`src/rtl/sp_restart_pkg.sv`:
```
package sp_restart_pkg;

  typedef enum logic [1:0] {
    ST_IDLE = 2'd0,
    ST_RUN  = 2'd1,
    ST_WAIT = 2'd2
  } ctl_state_e;

  // next bank index in a ring of n banks
  function automatic int unsigned ring_next(int unsigned cur, int unsigned n);
    return (cur + 1 >= n) ? 0 : cur + 1;
  endfunction

  // a packet is ready when the flag is set and the store holds something
  function automatic logic data_ready(logic pend, int unsigned cnt);
    return pend && (cnt != 0);
  endfunction

endpackage

```
`src/rtl/sp_bank_ptr.sv`:
```
module sp_bank_ptr #(
  parameter int NUM = 4,
  localparam int SW = (NUM > 1) ? $clog2(NUM) : 1
) (
  input  logic          clk,
  input  logic          rst_n,
  input  logic          step,
  output logic [SW-1:0] sel
);
  import sp_restart_pkg::*;

  logic [SW-1:0] sel_q;

  always_ff @(posedge clk) begin
    if (!rst_n)    sel_q <= '0;
    else if (step) sel_q <= SW'(ring_next(32'(sel_q), NUM));
  end

  assign sel = sel_q;

  p_ptr_range_r4: assert property (@(posedge clk) disable iff (!rst_n)
    32'(sel_q) < NUM);
endmodule

```
`src/rtl/sp_pulse_gen.sv`:
```
module sp_pulse_gen #(
  parameter int LEN = 2,
  localparam int CW = $clog2(LEN + 1)
) (
  input  logic clk,
  input  logic rst_n,
  input  logic start,
  output logic busy
);
  logic [CW-1:0] cnt_q;

  always_ff @(posedge clk) begin
    if (!rst_n)          cnt_q <= '0;
    else if (start)      cnt_q <= CW'(LEN);
    else if (cnt_q != 0) cnt_q <= cnt_q - 1'b1;
  end

  assign busy = (cnt_q != 0);

  p_no_start_busy_r8: assert property (@(posedge clk) disable iff (!rst_n)
    start |-> !busy);
endmodule

```
`src/rtl/sp_restart_fsm.sv`:
```
module sp_restart_fsm (
  input  logic clk,
  input  logic rst_n,
  input  logic done,
  input  logic avail,
  input  logic busy,
  output logic launch,
  output logic advance
);
  import sp_restart_pkg::*;

  ctl_state_e state_q, state_d;

  always_comb begin
    state_d = state_q;
    launch  = 1'b0;
    advance = 1'b0;
    unique case (state_q)
      ST_IDLE: begin
        if (avail) begin
          launch  = 1'b1;
          state_d = ST_RUN;
        end
      end
      ST_RUN: begin
        if (done && !busy) begin
          if (avail) begin
            launch  = 1'b1;
            advance = 1'b1;
          end else begin
            state_d = ST_WAIT;
          end
        end
      end
      ST_WAIT: begin
        if (avail && !busy) begin
          launch  = 1'b1;
          advance = 1'b1;
          state_d = ST_RUN;
        end
      end
      default: state_d = ST_IDLE;
    endcase
  end

  always_ff @(posedge clk) begin
    if (!rst_n) state_q <= ST_IDLE;
    else        state_q <= state_d;
  end

  p_idle_once_r3: assert property (@(posedge clk) disable iff (!rst_n)
    (state_q != ST_IDLE) |=> (state_q != ST_IDLE));
  p_adv_has_launch_r4: assert property (@(posedge clk) disable iff (!rst_n)
    advance |-> launch);
endmodule

```
`src/rtl/sp_restart_ctrl.sv`:
```
module sp_restart_ctrl #(
  parameter int NUM_PROG_BANKS = 2,
  parameter int NUM_DATA_BANKS = 4,
  parameter int CNT_W          = 3,
  parameter int PULSE_CYCLES   = 2,
  localparam int PB_W = (NUM_PROG_BANKS > 1) ? $clog2(NUM_PROG_BANKS) : 1,
  localparam int DB_W = (NUM_DATA_BANKS > 1) ? $clog2(NUM_DATA_BANKS) : 1
) (
  input  logic            clk,
  input  logic            rst_n,
  input  logic            proc_done,
  input  logic            new_prog_flag,
  input  logic            data_pend,
  input  logic [CNT_W-1:0] data_count,
  output logic            irq_out,
  output logic            new_prog_clr,
  output logic [PB_W-1:0] prog_bank,
  output logic [DB_W-1:0] data_bank
);
  import sp_restart_pkg::*;

  // named internal events
  logic avail;
  logic launch;
  logic advance;
  logic busy;
  logic swap_now;
  logic clr_q;

  assign avail    = data_ready(data_pend, 32'(data_count));
  assign swap_now = launch && new_prog_flag;

  sp_restart_fsm u_fsm (
    .clk     (clk),
    .rst_n   (rst_n),
    .done    (proc_done),
    .avail   (avail),
    .busy    (busy),
    .launch  (launch),
    .advance (advance)
  );

  sp_pulse_gen #(.LEN(PULSE_CYCLES)) u_pulse (
    .clk   (clk),
    .rst_n (rst_n),
    .start (launch),
    .busy  (busy)
  );

  sp_bank_ptr #(.NUM(NUM_PROG_BANKS)) u_prog_ptr (
    .clk   (clk),
    .rst_n (rst_n),
    .step  (swap_now),
    .sel   (prog_bank)
  );

  sp_bank_ptr #(.NUM(NUM_DATA_BANKS)) u_data_ptr (
    .clk   (clk),
    .rst_n (rst_n),
    .step  (advance),
    .sel   (data_bank)
  );

  always_ff @(posedge clk) begin
    if (!rst_n) clr_q <= 1'b0;
    else        clr_q <= swap_now;
  end

  assign irq_out      = busy;
  assign new_prog_clr = clr_q;

  p_pulse_first_r2: assert property (@(posedge clk) disable iff (!rst_n)
    $rose(irq_out) |=> irq_out);

  generate
    if (PULSE_CYCLES == 2) begin : g_len2
      p_pulse_end_r2: assert property (@(posedge clk) disable iff (!rst_n)
        (irq_out && $past(irq_out)) |=> !irq_out);
    end
  endgenerate

  p_prog_hold_r6: assert property (@(posedge clk) disable iff (!rst_n)
    !$rose(irq_out) |-> $stable(prog_bank));
  p_data_hold_r9: assert property (@(posedge clk) disable iff (!rst_n)
    !$rose(irq_out) |-> $stable(data_bank));
  p_clr_with_rise_r7: assert property (@(posedge clk) disable iff (!rst_n)
    new_prog_clr |-> $rose(irq_out));
  p_start_needs_data_r5: assert property (@(posedge clk) disable iff (!rst_n)
    $rose(irq_out) |-> $past(avail));
endmodule

```
`config.mk`:
```
export PLATFORM = sky130hd
export DESIGN_NAME = sp_restart_ctrl
export DESIGN_NICKNAME = d
export VERILOG_FILES = /design/src/rtl/sp_restart_pkg.sv /design/src/rtl/sp_bank_ptr.sv /design/src/rtl/sp_pulse_gen.sv /design/src/rtl/sp_restart_fsm.sv /design/src/rtl/sp_restart_ctrl.sv
export SDC_FILE = /design/constraint.sdc
export NUM_CORES = 1
export LEC_CHECK = 0
export CORE_MARGIN = 2
export CORE_UTILIZATION = 36
export DETAILED_ROUTE_END_ITERATION = 16
export MAX_ROUTING_LAYER = met4
export SLEW_MARGIN = 40
export SYNTH_ARGS = -nofsm -noshare
export SYNTH_HDL_FRONTEND = slang
export SYNTH_SLANG_ARGS = --single-unit
```
`constraint.sdc`:
```
create_clock -name clk -period 1.4 [get_ports clk]
set_input_delay 0.28 -clock clk [delete_from_list [all_inputs] [get_ports clk]]
set_output_delay 0.28 -clock clk [all_outputs]
set_load 0.02 [all_outputs]
```
==> results of run 1 <==
==> flip-flops by register name (all words and copies together), names as in the netlist <==
register and count:
new_prog_clr 1, u_data_ptr.sel 2, u_fsm.state_q 2, u_prog_ptr.sel 1, u_pulse.cnt_q 2
==> worst min-delay path by stage <==
stage,endpoint,cells after the start,startpoint,slack [ps]
finish,u_pulse.cnt_q[0],2,u_pulse.cnt_q[1],440
global route,u_pulse.cnt_q[0],2,u_pulse.cnt_q[1],470
global placement,u_pulse.cnt_q[0],2,u_pulse.cnt_q[1],430
CTS,u_pulse.cnt_q[0],2,u_pulse.cnt_q[1],440
detailed placement,u_pulse.cnt_q[0],2,u_pulse.cnt_q[1],430
floorplan,u_pulse.cnt_q[0],1,u_pulse.cnt_q[0],400
==> metrics by stage <==
step	utilization	setup TNS (ps)	cell area, um^2
final	0.648	-164	853
after global routing	0.648	-526	853
after CTS	0.581	0	766
after detailed placement	0.546	-1880	719
after global placement	0.546	-1800	719
after floorplan	-	0	513
==> what timing repair did <==
action                     4_1_cts  5_1_grt
setup buffers                    1        5
setup endpoints to repair       12        6
pin swaps                        5        7
resized for setup               18       15
==> metal layers <==
layer	wire length (um)	GRT usage	part of all wire
met1	498	0.155	0.42
met2	605	0.197	0.51
met3	59	0.0261	0.050
met4	12	0.0968	0.010
met5	0	-	0
==> final cells by class <==
class	count	share of cell area
multi-input cells	39	0.465
well taps	15	0.0220
repair buffers	29	0.277
inverters	3	0.0161
flip-flops and latches	8	0.194
clock buffers	3	0.0264
==> worst min-delay path, stage by stage, from the launching register on <==
cell,delay (ps)
dfxtp_1,320
nand2_1,50
nor3_1,30
==> cell usage after synthesis, types with 2 or more instances <==
| cell type | n | area share |
|---|---|---|
| dfxtp_1 | 8 | 0.32 |
| ha_1 | 6 | 0.15 |
| nand2_1 | 6 | 0.044 |
| mux2i_1 | 5 | 0.099 |
| nor2_1 | 5 | 0.037 |
| inv_1 | 3 | 0.022 |
| and2_1 | 2 | 0.025 |
| nor2b_1 | 2 | 0.025 |
| nor3_1 | 2 | 0.020 |
| o21a_1 | 2 | 0.030 |
==> placed cells by master (no fill, tap or decap), types with 2 or more instances in the layout <==
cell type | synthesis | routed
buf_4 | 0 | 16
dlygate4sd2_1 | 0 | 8
nand2_1 | 6 | 6
dfxtp_1 | 8 | 6
mux2i_1 | 5 | 5
nor2_1 | 5 | 3
ha_4 | 0 | 3
clkbuf_4 | 0 | 3
clkdlybuf4s50_1 | 0 | 3
inv_2 | 0 | 2
nor2b_1 | 2 | 2
nor3_1 | 2 | 2
a211oi_2 | 1 | 2
nor2_2 | 0 | 2
o21a_1 | 2 | 2
ha_1 | 6 | 2
==> power groups by stage <==
| stage | clock (mW) | sequential [mW] | combinational, mW |
|---|---|---|---|
| finish | 0.174 | 0.315 | 0.811 |
| global route | 0.187 | 0.321 | 0.877 |
| CTS | 0.181 | 0.305 | 0.644 |
| detailed placement | 0 | 0.308 | 0.586 |
| global placement | 0 | 0.309 | 0.582 |
| floorplan | 0 | 0.323 | 0.346 |
==> cells by family (layout without fill, tap and decap cells) <==
group                      Yosys count  after routing  share of synthesized area
AOI/OAI and AO/OA                    7              7                      0.140
adders and majority gates            6              6                      0.148
buffers and inverters                5             35                     0.0517
DFF                                  8              8                      0.315
muxes                                5              5                     0.0985
and+or+nand+nor                     21             21                      0.246
==> summary.md, run 1 <==
| Metric | Value |
|---|---|
| Status | `finished with violations` |
| Failing checks | `setup timing` |
| Rows | `13` |
| NetSw | `0.488 mW` |
| Vias per cell | `4.70` |
| Placed Instances | `88` |
| Clk root buf | `clkbuf_4` |
| CP bufs+invs | `2` |
| Minimum clock period | `1470 ps` |
| Power Dens Cells | `1520 mW/mm^2` |
| CP Depth | `6` |
| Static Leak | `0.383 nW` |
| Pre-antenna DRT Iters | `4` |
| Worst slew pin tran | `340 ps` |
| Core region area | `0.00132 mm^2` |
| Antenna violations before repair | `0` |
| MaxCap Viol Count | `0` |
| Hpwl dp | `773 um` |
| Share of layout cells above drive strength 1 | `0.488` |
| Cts hold-fix bufs | `0` |
| RR Endpoint | `u_fsm.state_q[1]` |
| Setup CP Type | `reg2reg` |
| Post-synth EDFFs | `0` |
| FF-to-FF path depth | `6` |
| Peak supply drop | `0.732 mV` |
| Fmax achieved | `680 MHz` |
| Largest delay contributor family on the critical path | `flip-flops` |
| Max-slew violation count | `0` |
| Synthesized area | `508 um^2` |
| Critical Path Max Stage Delay | `360 ps` |
| Residual overflow from global routing | `0` |
| Internal | `0.812 mW` |
| Final GP Congestion | `0.734` |
| CTS H-tree depth | `1` |
| Num CTS Buffers | `3` |
| Initial DRC Count | `1` |
| Die Y | `41.6 um` |
| Number of global-route vias before repair | `402` |
| CP Data Required Time | `1520 ps` |
| WL final | `1.18 mm` |
| Die X | `41.6 um` |
| CP dominant cell by count | `buf_4` |
| CP max-delay cell | `dfxtp_4` |
| Place WS | `-334 ps` |
| Fin crit share | `1.05` |
| ANT cells | `0` |
| Final setup margin | `-69.5 ps` |
| Syn Inst Count | `52` |
| Clk_lat worst skew | `250 ps` |
| RR Startpoint | `u_fsm.state_q[0]` |
| Post-route antenna net violation count | `0` |
| Crit. Startpoint | `u_fsm.state_q[0]` |
| Port bufs | `12` |
| Syn avg cell area | `9.77 um^2` |
| HP Class | `reg2reg` |
| Setup-failing EPs final | `4` |
| Switch share | `0.375` |
| Via count | `456` |
| Net Count, Synth | `66` |
| CTS tree | `done` |
| Reg area | `165 um^2` |
| Rel. slew slack | `0.772` |
| Layout Nets | `98` |
| Multi-input logic area | `397 um^2` |
| FILL cells | `124` |
| Warnings, synthesis | `0` |
| Largest net degree at the start of global routing | `12` |
| Ys async rst share | `0` |
| Gate power share | `0.624` |
| Power share of the sequential group | `0.242` |
| Ports | `13` |
| Area Growth Syn to Fin | `68.0%` |
| DR WL/cell | `12.1 um` |
| CP max FO | `4` |
| Die area | `0.00173 mm^2` |
| Synth Register Bits | `8` |
| WP data arrival | `1590 ps` |
| Final Hold Fails | `0` |
| Clk buf depth | `2` |
| Clock Skew | `6.11 ps` |
| Synth cell types | `21` |
| Fin cells | `97` |
| Clock group share of total power | `0.134` |
| Fin Hold WS | `444 ps` |
| Total power draw | `1.30 mW` |
| First-pass GRT wire length | `1.68 mm` |
| Residual DRC count | `0` |
| Worst setup EP type | `register` |
| Synth Flop Type | `dfxtp_1` |
| Total clock sinks | `8` |
| Worst path cell trace | `buf_4, ha_4, buf_4, nor3_1, a211oi_2, mux2i_1` |
| Initial Utilization | `0.386` |
| Overall routing resource usage | `0.132` |
| RSZ-0062 raised after global routing | `true` |
| Clock transition at the registers of the reported paths | `60 ps` |
| Critical Path Source Type | `register` |
| Critical Path Sink | `u_fsm.state_q[1]` |
| Part of the Yosys area used for sequential elements | `0.315` |
| R2r setup slk | `-70 ps` |
Note: power is estimated with default switching activity, not from simulation.
==> run 2, diff against run 1 <==
--- a/config.mk
+++ b/config.mk
@@ -8,8 +8,8 @@
 export CORE_MARGIN = 2
 export CORE_UTILIZATION = 36
 export DETAILED_ROUTE_END_ITERATION = 16
-export MAX_ROUTING_LAYER = met4
 export SLEW_MARGIN = 40
 export SYNTH_ARGS = -nofsm -noshare
 export SYNTH_HDL_FRONTEND = slang
 export SYNTH_SLANG_ARGS = --single-unit
+export TNS_END_PERCENT = 1
==> summary.md, run 2 (synthesized netlist as in run 1, its figures left out) <==
| Metric | Value |
|---|---|
| Status | `finished with violations` |
| Failing checks | `setup timing` |
| Clk buf depth | `2 (unchanged)` |
| Ports | `13 (unchanged)` |
| Vias per cell | `4.74 (+0.87%)` |
| Residual DRC count | `0 (unchanged)` |
| Pre-antenna DRT Iters | `4 (unchanged)` |
| Fin crit share | `1.02 (-0.0249)` |
| Final GP Congestion | `0.725 (-1.2%)` |
| HP Class | `reg2reg` |
| Layout Nets | `94 (-4.1%)` |
| Share of layout cells above drive strength 1 | `0.462 (-0.0263)` |
| RR Endpoint | `u_fsm.state_q[1]` |
| CTS H-tree depth | `1 (unchanged)` |
| Static Leak | `0.398 nW (+3.7%)` |
| WL final | `1.15 mm (-2.6%)` |
| Clock Skew | `3.60 ps (-2.51 ps)` |
| First-pass GRT wire length | `1.70 mm (+1.2%)` |
| Die Y | `41.6 um (unchanged)` |
| WHS Path Cells | `2 (unchanged)` |
| Clk root buf | `clkbuf_4` |
| Worst Hold Path EP | `u_pulse.cnt_q[0]` |
| Via count | `441 (-3.3%)` |
| Antenna violations before repair | `0 (unchanged)` |
| Num CTS Buffers | `3 (unchanged)` |
| Worst setup EP type | `register` |
| Peak supply drop | `0.748 mV (+2.1%)` |
| Initial Utilization | `0.386 (unchanged)` |
| Initial DRC Count | `2 (+1)` |
| WP data arrival | `1560 ps (-30 ps)` |
| Final setup margin | `-34.6 ps (+34.9 ps)` |
| Number of global-route vias before repair | `405 (+0.75%)` |
| Power Dens Cells | `1510 mW/mm^2 (-1.1%)` |
| CP Data Required Time | `1520 ps (about the same)` |
| R2r setup slk | `-30 ps (+30 ps)` |
| ANT cells | `0 (unchanged)` |
| Post-route cell area | `847 um^2 (-0.73%)` |
| Core region area | `0.00132 mm^2 (unchanged)` |
| Minimum clock period | `1430 ps (-34.9 ps)` |
| Rows | `13 (unchanged)` |
| CTS tree | `done` |
| RSZ-0062 raised after global routing | `true` |
| Rel. slew slack | `0.772 (about the same)` |
| Hpwl dp | `773 um (unchanged)` |
| FF-to-FF path depth | `5 (-1)` |
| Clock transition at the registers of the reported paths | `60 ps (about the same)` |
| Commonest non-fill, non-tap cell in the layout | `buf_4` |
| Placed Area | `719 um^2 (unchanged)` |
| Setup-failing EPs final | `2 (-2)` |
| Place WS | `-334 ps (unchanged)` |
| Worst slew pin tran | `343 ps (+2.84 ps)` |
| Fmax achieved | `697 MHz (+2.4%)` |
| Setup CP Type | `reg2reg` |
| Largest net degree at the start of global routing | `12 (unchanged)` |
| Cts hold-fix bufs | `0 (unchanged)` |
| Die X | `41.6 um (unchanged)` |
| MaxCap Viol Count | `0 (unchanged)` |
| FILL cells | `116 (-6.5%)` |
| Critical Path Source Type | `register` |
| DR WL/cell | `12.3 um (+1.6%)` |
| Port bufs | `12 (unchanged)` |
| Residual overflow from global routing | `0 (unchanged)` |
| Post-route antenna net violation count | `0 (unchanged)` |
| Clk_lat worst skew | `250 ps (about the same)` |
| CP max FO | `3 (-1)` |
| Area Growth Syn to Fin | `66.7%` |
| Total clock sinks | `8 (unchanged)` |
| Final Hold Fails | `0 (unchanged)` |
| RR Startpoint | `u_pulse.cnt_q[0]` |
| Hold_sp | `u_pulse.cnt_q[1]` |
| Die area | `0.00173 mm^2 (unchanged)` |
| Overall routing resource usage | `0.130 (-0.00176)` |
| Highest-count cells in the layout ignoring fill and taps | `buf_4 (12), nand2_1 (6), mux2i_1 (5), dfxtp_1 (5)` |
| Max-slew violation count | `0 (unchanged)` |
[run 2: timing repair]
action	in CTS	in global routing
resized for setup	13	20
setup buffers	0	2
pin swaps	1	9
setup endpoints to repair	12	8
[run 2: final cells by class]
cell class,count,area [um^2],share of cell area
multi-input cells,39,404,0.477
flip-flops and latches,8,166,0.196
repair buffers,25,221,0.261
inverters,3,13.8,0.0162
clock buffers,3,22.5,0.0266
well taps,15,18.8,0.0222
[run 2: critical path, stage by stage, from the launching register on]
cell and delay (ps):
dfxtp_2 320, or2_4 260, buf_6 130, nor4b_4 340, a211oi_4 120, mux2i_1 130
[run 2: metrics by stage]
step / power, mW / std cells / util / TNS [ps] / hold WS [ps]
final: 1.28 / 93 / 0.643 / -61.1 / 435
after global routing: 1.37 / 93 / 0.643 / -264 / 463
after CTS: 1.11 / 91 / 0.569 / -311 / 440
after detailed placement: 0.895 / 88 / 0.546 / -1880 / 434
after global placement: 0.890 / 88 / 0.546 / -1800 / 431
after floorplan: 0.669 / 52 / - / 0 / 404
[run 2: where the power goes]
part / internal, mW / total, mW / leakage [nW] / switching (mW)
Combinational: 0.406 / 0.775 / 0.317 / 0.369
Sequential: 0.281 / 0.325 / 0.0668 / 0.0448
Clock: 0.0981 / 0.176 / 0.0138 / 0.0779
[run 2: metal layers]
layer  GRT usage  routed length (um)  vias up
met5           0                   0        -
met4      0.0968                  12        0
met3      0.0261                  49        2
met2       0.203                 602       11
met1       0.155                 480      197
li1            -                   -      231
[run 2: worst max-delay path by stage]
stage / slack [ps] / depth (start not counted) / from / to
floorplan: 6 / 6 / u_fsm.state_q[1] / u_data_ptr.sel[0]
global placement: -320 / 5 / data_count[1] / u_fsm.state_q[0]
detailed placement: -330 / 5 / data_count[1] / u_fsm.state_q[0]
CTS: -80 / 5 / data_count[2] / u_fsm.state_q[0]
global route: -90 / 5 / u_pulse.cnt_q[0] / u_fsm.state_q[0]
finish: -30 / 5 / u_pulse.cnt_q[0] / u_fsm.state_q[1]
